<file path="src/rtl/aux_sysctl_pkg.sv">
// Package: shared register indices and bit positions for the auxiliary
// system control register block. Assumes one-hot select in index order.
package aux_sysctl_pkg;
    localparam int NUM_REGS   = 7;
    localparam int IDX_CFG    = 0;
    localparam int IDX_DIAG   = 1;
    localparam int IDX_MODEM  = 2;
    localparam int IDX_AUX1   = 3;
    localparam int IDX_AUX2   = 4;
    localparam int IDX_LED    = 5;
    localparam int IDX_SYSCTL = 6;

    localparam int CFG_EN_BIT    = 3;  // power-fail interrupt enable
    localparam int AUX1_TC_BIT   = 1;  // terminal-count strobe, never stored
    localparam int AUX2_OFF_BIT  = 0;  // power-off request
    localparam int AUX2_CLR_BIT  = 1;  // power-fail acknowledge, never stored
    localparam int AUX2_FLAG_BIT = 5;  // sticky power-fail flag
    localparam int SYS_RST_BIT   = 0;  // reset request trigger
    localparam logic [7:0] SYS_STAT_VAL = 8'h02;  // value after reset request
endpackage

</file>
<file path="src/rtl/aux_byte_regs.sv">
// Module: configuration, diagnostic, modem and aux1 byte registers plus the
// terminal-count strobe. Assumes write strobes arrive already decoded and
// already gated by soft reset; soft_rst only clears the soft-clearable ones.
module aux_byte_regs #(
    parameter int BYTE_W = 8,
    parameter int TC_BIT = 1
) (
    input  logic              clk,
    input  logic              rst_n,
    input  logic              soft_rst,
    input  logic              wr_cfg,
    input  logic              wr_diag,
    input  logic              wr_modem,
    input  logic              wr_aux1,
    input  logic [BYTE_W-1:0] wbyte,
    output logic [BYTE_W-1:0] cfg_q,
    output logic [BYTE_W-1:0] diag_q,
    output logic [BYTE_W-1:0] modem_q,
    output logic [BYTE_W-1:0] aux1_q,
    output logic              tc_pulse
);
    localparam int          NPLAIN   = 3;
    localparam logic [2:0]  SOFT_CLR = 3'b101;  // cfg and modem clear, diag keeps
    localparam logic [BYTE_W-1:0] AUX1_MASK = ~(BYTE_W'(1) << TC_BIT);

    logic [NPLAIN-1:0] wr_plain;
    logic [BYTE_W-1:0] q_plain [NPLAIN];

    assign wr_plain = {wr_modem, wr_diag, wr_cfg};

    for (genvar g = 0; g < NPLAIN; g++) begin : g_plain
        // Plain byte register; soft reset clears it only when marked.
        always_ff @(posedge clk) begin
            if (!rst_n)
                q_plain[g] <= '0;
            else if (SOFT_CLR[g] && soft_rst)
                q_plain[g] <= '0;
            else if (wr_plain[g])
                q_plain[g] <= wbyte;
        end
    end

    assign cfg_q   = q_plain[0];
    assign diag_q  = q_plain[1];
    assign modem_q = q_plain[2];

    // Aux1 storage with the strobe bit stripped.
    always_ff @(posedge clk) begin
        if (!rst_n || soft_rst)
            aux1_q <= '0;
        else if (wr_aux1)
            aux1_q <= wbyte & AUX1_MASK;
    end

    // One-cycle terminal-count pulse after a strobe write.
    always_ff @(posedge clk) begin
        if (!rst_n)
            tc_pulse <= 1'b0;
        else
            tc_pulse <= wr_aux1 & wbyte[TC_BIT];
    end
endmodule

</file>
<file path="src/rtl/aux_pwr_ctl.sv">
// Module: aux2 power control register, sticky power-fail flag, interrupt
// gating and power-off pulse. Assumes pwr_fail_in is synchronous to clk and
// wr_aux2 is already gated by soft reset. An input change overrides a clear.
module aux_pwr_ctl #(
    parameter int BYTE_W   = 8,
    parameter int OFF_BIT  = 0,
    parameter int CLR_BIT  = 1,
    parameter int FLAG_BIT = 5
) (
    input  logic              clk,
    input  logic              rst_n,
    input  logic              soft_rst,
    input  logic              wr_aux2,
    input  logic [BYTE_W-1:0] wbyte,
    input  logic              pf_in,
    input  logic              cfg_en,
    output logic [BYTE_W-1:0] aux2_q,
    output logic              irq,
    output logic              off_pulse
);
    logic pf_prev, pf_evt;
    logic off_q, flag_q;
    logic off_d, flag_d;

    assign pf_evt = pf_in ^ pf_prev;

    // Track the last input level to detect changes.
    always_ff @(posedge clk) begin
        if (!rst_n)
            pf_prev <= 1'b0;
        else
            pf_prev <= pf_in;
    end

    // Next value of the power-off bit and the flag.
    always_comb begin
        off_d  = off_q;
        flag_d = flag_q;
        if (wr_aux2) begin
            off_d = wbyte[OFF_BIT];
            if (wbyte[CLR_BIT])
                flag_d = 1'b0;
        end
        if (pf_evt)
            flag_d = pf_in & cfg_en;
    end

    // Stored aux2 state; soft reset clears it.
    always_ff @(posedge clk) begin
        if (!rst_n || soft_rst) begin
            off_q  <= 1'b0;
            flag_q <= 1'b0;
        end else begin
            off_q  <= off_d;
            flag_q <= flag_d;
        end
    end

    // One-cycle power-off request after a write that sets the bit.
    always_ff @(posedge clk) begin
        if (!rst_n)
            off_pulse <= 1'b0;
        else
            off_pulse <= wr_aux2 & wbyte[OFF_BIT];
    end

    // Assemble the readable byte from the two stored bits.
    always_comb begin
        aux2_q           = '0;
        aux2_q[OFF_BIT]  = off_q;
        aux2_q[FLAG_BIT] = flag_q;
    end

    assign irq = flag_q & cfg_en;
endmodule

</file>
<file path="src/rtl/aux_sys_regs.sv">
// Module: system-control status byte with reset request pulse, and the LED
// word. Neither register responds to soft reset; only rst_n clears them.
module aux_sys_regs #(
    parameter int BYTE_W  = 8,
    parameter int LED_W   = 16,
    parameter int RST_BIT = 0,
    parameter logic [BYTE_W-1:0] STAT_VAL = 8'h02
) (
    input  logic              clk,
    input  logic              rst_n,
    input  logic              wr_sys,
    input  logic              wr_led,
    input  logic [LED_W-1:0]  wword,
    output logic [BYTE_W-1:0] sys_q,
    output logic [LED_W-1:0]  led_q,
    output logic              rst_pulse
);
    logic sys_trig;
    assign sys_trig = wr_sys & wword[RST_BIT];

    // System-control status: loads the fixed status value on a trigger.
    always_ff @(posedge clk) begin
        if (!rst_n)
            sys_q <= '0;
        else if (sys_trig)
            sys_q <= STAT_VAL;
    end

    // One-cycle reset request after a trigger write.
    always_ff @(posedge clk) begin
        if (!rst_n)
            rst_pulse <= 1'b0;
        else
            rst_pulse <= sys_trig;
    end

    // LED word storage.
    always_ff @(posedge clk) begin
        if (!rst_n)
            led_q <= '0;
        else if (wr_led)
            led_q <= wword;
    end
endmodule

</file>
<file path="src/rtl/aux_rd_mux.sv">
// Module: registered AND-OR read multiplexer over a flattened value bus.
// Assumes sel is one-hot or zero; output is zero when rd_en is low.
module aux_rd_mux #(
    parameter int NUM    = 7,
    parameter int DATA_W = 32
) (
    input  logic                  clk,
    input  logic                  rst_n,
    input  logic                  rd_en,
    input  logic [NUM-1:0]        sel,
    input  logic [NUM*DATA_W-1:0] vals,
    output logic [DATA_W-1:0]     rdata
);
    logic [DATA_W-1:0] term [NUM];
    logic [DATA_W-1:0] muxed;

    for (genvar i = 0; i < NUM; i++) begin : g_term
        assign term[i] = vals[i*DATA_W +: DATA_W] & {DATA_W{sel[i]}};
    end

    // OR together the gated terms.
    always_comb begin
        muxed = '0;
        for (int i = 0; i < NUM; i++)
            muxed = muxed | term[i];
    end

    // Capture the read result for the next cycle.
    always_ff @(posedge clk) begin
        if (!rst_n)
            rdata <= '0;
        else
            rdata <= rd_en ? muxed : '0;
    end
endmodule

</file>
<file path="src/rtl/aux_sysctl_regs.sv">
// Module: top of the auxiliary system control register block. Decodes the
// one-hot select into write strobes, drops writes during soft reset, and
// gathers all registers for the read mux. Assumes sel is one-hot or zero.
module aux_sysctl_regs
    import aux_sysctl_pkg::*;
#(
    parameter int DATA_W = 32,
    parameter int BYTE_W = 8,
    parameter int LED_W  = 16
) (
    input  logic                clk,
    input  logic                rst_n,
    input  logic                soft_rst,
    input  logic [NUM_REGS-1:0] sel,
    input  logic                wr_en,
    input  logic                rd_en,
    input  logic [DATA_W-1:0]   wdata,
    output logic [DATA_W-1:0]   rdata,
    input  logic                pwr_fail_in,
    output logic                pwr_irq,
    output logic                fdc_tc_pulse,
    output logic                pwr_off_req,
    output logic                sys_reset_req
);
    localparam int VALS_W = NUM_REGS * DATA_W;

    logic [NUM_REGS-1:0] wr_hit;
    logic [BYTE_W-1:0]   cfg_q, diag_q, modem_q, aux1_q, aux2_q, sys_q;
    logic [LED_W-1:0]    led_q;
    logic [VALS_W-1:0]   vals;

    assign wr_hit = (wr_en && !soft_rst) ? sel : '0;

    aux_byte_regs #(.BYTE_W(BYTE_W), .TC_BIT(AUX1_TC_BIT)) u_bytes (
        .clk      (clk),
        .rst_n    (rst_n),
        .soft_rst (soft_rst),
        .wr_cfg   (wr_hit[IDX_CFG]),
        .wr_diag  (wr_hit[IDX_DIAG]),
        .wr_modem (wr_hit[IDX_MODEM]),
        .wr_aux1  (wr_hit[IDX_AUX1]),
        .wbyte    (wdata[BYTE_W-1:0]),
        .cfg_q    (cfg_q),
        .diag_q   (diag_q),
        .modem_q  (modem_q),
        .aux1_q   (aux1_q),
        .tc_pulse (fdc_tc_pulse)
    );

    aux_pwr_ctl #(
        .BYTE_W  (BYTE_W),
        .OFF_BIT (AUX2_OFF_BIT),
        .CLR_BIT (AUX2_CLR_BIT),
        .FLAG_BIT(AUX2_FLAG_BIT)
    ) u_pwr (
        .clk       (clk),
        .rst_n     (rst_n),
        .soft_rst  (soft_rst),
        .wr_aux2   (wr_hit[IDX_AUX2]),
        .wbyte     (wdata[BYTE_W-1:0]),
        .pf_in     (pwr_fail_in),
        .cfg_en    (cfg_q[CFG_EN_BIT]),
        .aux2_q    (aux2_q),
        .irq       (pwr_irq),
        .off_pulse (pwr_off_req)
    );

    aux_sys_regs #(
        .BYTE_W  (BYTE_W),
        .LED_W   (LED_W),
        .RST_BIT (SYS_RST_BIT),
        .STAT_VAL(SYS_STAT_VAL)
    ) u_sys (
        .clk       (clk),
        .rst_n     (rst_n),
        .wr_sys    (wr_hit[IDX_SYSCTL]),
        .wr_led    (wr_hit[IDX_LED]),
        .wword     (wdata[LED_W-1:0]),
        .sys_q     (sys_q),
        .led_q     (led_q),
        .rst_pulse (sys_reset_req)
    );

    // Zero-extend every register into its read slot.
    always_comb begin
        vals = '0;
        vals[IDX_CFG*DATA_W    +: DATA_W] = DATA_W'(cfg_q);
        vals[IDX_DIAG*DATA_W   +: DATA_W] = DATA_W'(diag_q);
        vals[IDX_MODEM*DATA_W  +: DATA_W] = DATA_W'(modem_q);
        vals[IDX_AUX1*DATA_W   +: DATA_W] = DATA_W'(aux1_q);
        vals[IDX_AUX2*DATA_W   +: DATA_W] = DATA_W'(aux2_q);
        vals[IDX_LED*DATA_W    +: DATA_W] = DATA_W'(led_q);
        vals[IDX_SYSCTL*DATA_W +: DATA_W] = DATA_W'(sys_q);
    end

    aux_rd_mux #(.NUM(NUM_REGS), .DATA_W(DATA_W)) u_rd (
        .clk   (clk),
        .rst_n (rst_n),
        .rd_en (rd_en),
        .sel   (sel),
        .vals  (vals),
        .rdata (rdata)
    );
endmodule

</file>
<file path="config.mk">
export PLATFORM = sky130hd
export DESIGN_NAME = aux_sysctl_regs
export DESIGN_NICKNAME = d
export VERILOG_FILES = /design/src/rtl/aux_sysctl_pkg.sv /design/src/rtl/aux_byte_regs.sv /design/src/rtl/aux_pwr_ctl.sv /design/src/rtl/aux_sys_regs.sv /design/src/rtl/aux_rd_mux.sv /design/src/rtl/aux_sysctl_regs.sv
export SDC_FILE = /design/constraint.sdc
export NUM_CORES = 1
export LEC_CHECK = 0
export ABC_AREA = 1
export BUFFER_PORTS_ARGS = -buffer_cell sky130_fd_sc_hd__buf_2
export CAP_MARGIN = 5
export CORE_MARGIN = 4
export CORE_UTILIZATION = 40
export DETAILED_ROUTE_END_ITERATION = 12
export GPL_TIMING_DRIVEN = 0
export SLEW_MARGIN = 20
export SYNTH_ARGS = -nofsm -noshare
export SYNTH_HDL_FRONTEND = slang
export SYNTH_HIERARCHICAL = 1
export SYNTH_SLANG_ARGS = --single-unit
</file>
<file path="constraint.sdc">
create_clock -name clk -period 1.65 [get_ports clk]
set_input_delay 0.33 -clock clk [delete_from_list [all_inputs] [get_ports clk]]
set_output_delay 0.33 -clock clk [all_outputs]
set_load 0.01 [all_outputs]
</file>
* After elaboration in Yosys (flattened, before gate mapping)
Memory sizes are Yosys's and may differ from the RTL's.
Cells that the tools add are included.
** Cells by class
- Muxes and demuxes :: 24
- Bitwise operators :: 24
- Reduce and logical (&&, ||, !) cells :: 8
** Operator list (count)
- $or 32x32->32 :: 6
- $and 8x32->32 :: 4
- $mux 8 :: 5
- $and 16x32->32 :: 1
- $and 2x32->32 :: 1
- $and 6x32->32 :: 1
- $mux 1 :: 18
- $mux 7 :: 1
- $and 1x1->1 :: 5
- $or 1x1->1 :: 5
- $reduce_and 2->1 :: 2
- $reduce_bool 2->1 :: 2
- $logic_not 1->1 :: 2
- $logic_and 1x1->1 :: 1
- $logic_or 1x1->1 :: 1
- $xor 1x1->1 :: 1
** Word-level totals
- Bits in registers :: 62
- Memory bits (writable) :: 24
- Input port bits :: 45
- Output and inout bits :: 36
- Word-level logic and storage cells :: 67
- Memories :: 1
** Memories
- u_bytes.q_plain :: words 3, width 8, rd ports 3, clocked after memory_dff 0, wr ports 3, line aux_byte_regs.sv:27 : logic [BYTE_W-1:0] q_plain [NPLAIN];

* Longest topological paths before layout
- Word-level depth :: 8
- Depth in mapped cells :: 8
- Depth with buffers taken out :: 8

* Hierarchy
Netlist, hierarchy kept.
** By module, submodules not included
- aux_rd_mux :: times used 1, cells an instance 505, area each 2557.5 um2, seq. area each 640.6 um2
- aux_byte_regs :: times used 1, cells an instance 100, area each 1198.6 um2, seq. area each 880.8 um2
- aux_sys_regs :: times used 1, cells an instance 116, area each 785.8 um2, seq. area each 360.3 um2
- aux_pwr_ctl :: times used 1, cells an instance 36, area each 237.7 um2, seq. area each 80.1 um2
- aux_sysctl_regs :: times used 1, cells an instance 17, area each 66.3 um2, seq. area each 0.0 um2

* Worst setup path after synthesis
OpenSTA, ideal clock, no wires.
- Path kind :: in2reg
- Start point :: in soft_rst
- End point :: mem u_bytes.q_plain[0][0], enable pin
- Library setup time :: 337 ps
- Arrival time :: 986 ps
- Required time :: 1313 ps
- Setup slack :: 327 ps
- Cell stages on the path :: 5
- Path buffers :: 0
- Path through :: inv_1 -> nand2_2 -> nor2_1 -> nand3_4 -> nand3_1
** RTL lines
- start, declared :: line aux_sysctl_regs.sv:13 : input logic soft_rst,
- end, declared :: line aux_byte_regs.sv:27

==> impl_metrics.tcl <==
set metrics [dict create \
    synth.distinct_cells 20 \
    worstPathMaxFanout 3 \
    timing.final.setup_violations 0 \
    finalNonFillerCells 1167 \
    first_pass_iters 4 \
    pin_count 81 \
    area_growth_pct 29.4 \
    floorplan.die_area_um2 13900 \
    n_fill_cell 1199 \
    worst_setup_path_startpoint "u_bytes/q_plain[0][3]" \
    buffer_ports.inserted 64 \
    cts_made_buffers 9 \
    cts_hold_buffers 0 \
    routed_wire_length_per_instance_um 10.1 \
    final_layout_size_suffix_gt1_frac 0.146 \
    cts_repair_resize_count 0 \
    maxSlewHeadroom 0.648 \
    synthesis.area_per_instance_um2 6.26 \
    netlist_area_um2 4850 \
    cts_max_level 3 \
    setup_total_negative_slack_ns 0 \
    tritoncts "built" \
    chipWidth_um 118 \
    grt_antenna_before_repair 0 \
    min_period_over_period 0.841 \
    vias 4455 \
    path_buf_inv 2 \
    clock-sinks 86 \
    layout_min_cycle_time_ns 1.39 \
    final_util 0.540 \
    n_antenna_cell 0 \
    setup.worst_path.class "reg2out" \
    finalWeightedCongestion 0.771 \
    drt-total-wl_um 11800 \
    final_antenna_net_count 0 \
    hold_violations 0 \
    drt_first_iter_violations 258 \
    timing.critical_path.arrival_ns 1.06 \
    cts-root-buf "clkbuf_16" \
    ys_warn_count 6 \
    worst_hold_startpoint "pwr_fail_in" \
    async_flop_share 0 \
    slew_violations 0 \
    detailed_place_hpwl_um 8810 \
    place_ws_ns -0.0613 \
    yosysSeqAreaShare 0.405 \
    commonest_cells_after_routing_fill_and_taps_aside "nand2_1 (378), conb_1 (174), nor2_1 (133)" \
    commonest_register_cell_after_synthesis "dfxtp_1" \
    total_leakage_power_nw 3.97 \
    synth.ff_latch_count 86 \
    cp-end-kind "output port" \
    synth.top_cells.by_area "nand2_1 (29%), dfxtp_1 (26%), edfxtp_1 (15%)" \
    mostFrequentLayoutCell "nand2_1" \
    critical_path.cell_chain "nand2_1 -> inv_1 -> buf_2" \
    synth_top_area_cell "nand2_1" \
    synth-edff-count 24 \
    power.ir.vdd_worst_mv 0.534 \
    placement_rows 39 \
    post-place-cells 1151 \
    syn-instance-count 774 \
    gr-usage-all-layers 0.178 \
    grt_pass1_vias 4031 \
    global_route_wire_length_before_repair_um 19900 \
    timing.critical_path.max_delay_family "flip-flops" \
    num-nets-final 1064 \
    worst_hold_path_type "in2reg" \
    max_slew.worst_pin.slew_ns 0.527 \
    clock_tree.buffer_depth 2 \
    maxCapViolations 0 \
    die_height_um 118 \
    timing.final.ws_setup_ns 0.263 \
    max_freq_mhz 721 \
    timing.critical_path.slowest_cell_delay_ns 0.45 \
    worst-endpoint-required_ns 1.32 \
    rsz0062_at_grt "false" \
    status "complete, no violations" \
    clk_pin_slew_ns 0.07 \
    pwr_density_cell_nw_per_um2 819 \
    cp_slowest_cell "edfxtp_1" \
    drc_viols 0 \
    netlist.area_leader.share 0.293 \
    clock_insertion_delay_worst_skew_ns 0.34 \
    clock_skew_ns 0.00539 \
    grt_start_max_net_pins 15 \
    initial_utilization 0.417 \
    reg2reg_from "u_pwr/flag_q" \
    timing.critical_path.from_type "flop" \
    post_cts.repair.setup_buffers 0 \
    drt_via_density 3.82 \
    globalRoute.totalOverflow 0 \
    placeableCoreArea_um2 11600 \
]
-- routing by layer --
layer / GRT usage / up-vias / wire length [um]
li1: - / 2597 / -
met1: 0.261 / 1777 / 6280
met2: 0.262 / 72 / 4790
met3: 0.0308 / 9 / 536
met4: 0.0637 / 0 / 160
met5: 0 / - / 0
-- flip-flops by register name (all words and copies together) (netlist names) --
signal	flops
u_sys/rst_pulse	1
u_pwr/pf_prev	1
u_bytes/q_plain	24
u_bytes/aux1_q	7
u_sys/led_q	16
u_bytes/tc_pulse	1
u_pwr/off_q	1
u_rd/rdata	32
u_sys/sys_q	1
u_pwr/flag_q	1
u_pwr/off_pulse	1
-- power by group --
| group | internal (W) | switching [W] | total (W) |
|---|---|---|---|
| Sequential | 0.00228 | 0.0000347 | 0.00232 |
| Clock | 0.00117 | 0.000824 | 0.00200 |
| Combinational | 0.000306 | 0.000517 | 0.000823 |
-- metrics by stage --
stage	hold slack [ns]	cell area (um2)	power [W]
global route	0.225	6270	0.00542
global placement	0.453	5980	0.00316
finish	0.200	6270	0.00514
CTS	0.188	6270	0.00518
floorplan	0.423	5480	0.00294
detailed placement	0.448	5980	0.00316
-- worst register-to-register path: stages, from the launching register on --
cell     delay, ns
dfxtp_1       0.33
buf_4         0.13
nand2_1       0.05
nand2_1       0.06
nor2_1        0.16
a21oi_1       0.09
-- cell type report --
| class | count | area (um2) | share of cell area |
|---|---|---|---|
| buffer | 47 | 379 | 0.0605 |
| clock buffer | 12 | 236 | 0.0377 |
| clock inverter | 4 | 50.0 | 0.00798 |
| inverter | 75 | 282 | 0.0449 |
| multi-input combinational | 736 | 2860 | 0.456 |
| sequential | 86 | 1960 | 0.313 |
| tap | 143 | 179 | 0.0285 |
| timing repair buffer | 64 | 320 | 0.0511 |
-- cell families (layout without fill, tap and decap cells) --
family | count (synthesis) | after routing | synth area share
AND/OR/NAND/NOR | 521 | 521 | 0.413
AO/OA/AOI/OAI | 41 | 41 | 0.0431
buffers and inverters | 122 | 202 | 0.136
other | 4 | 174 | 0.00310
flip-flops | 86 | 86 | 0.405
-- Yosys cell counts (2+ instances only) --
library cell	count
buf_4	19
buf_2	9
inv_1	53
dfxtp_1	62
nand3_4	2
nand2_2	3
buf_1	2
a21oi_1	39
inv_2	22
buf_6	16
nor2_1	133
conb_1	4
nand2_1	378
edfxtp_1	24
nand3_1	2
or2_1	2
-- worst paths after layout --
path / endpoint / slack [ns] / cells after the start
setup / recovery: pwr_irq / 0.26 / 3
setup reg to reg: u_rd/rdata[5] / 0.68 / 5
hold reg to reg: u_bytes/aux1_q[2] / 0.46 / 2
hold / removal: u_pwr/pf_prev / 0.20 / 3
Power figures use the tool's default switching activity.
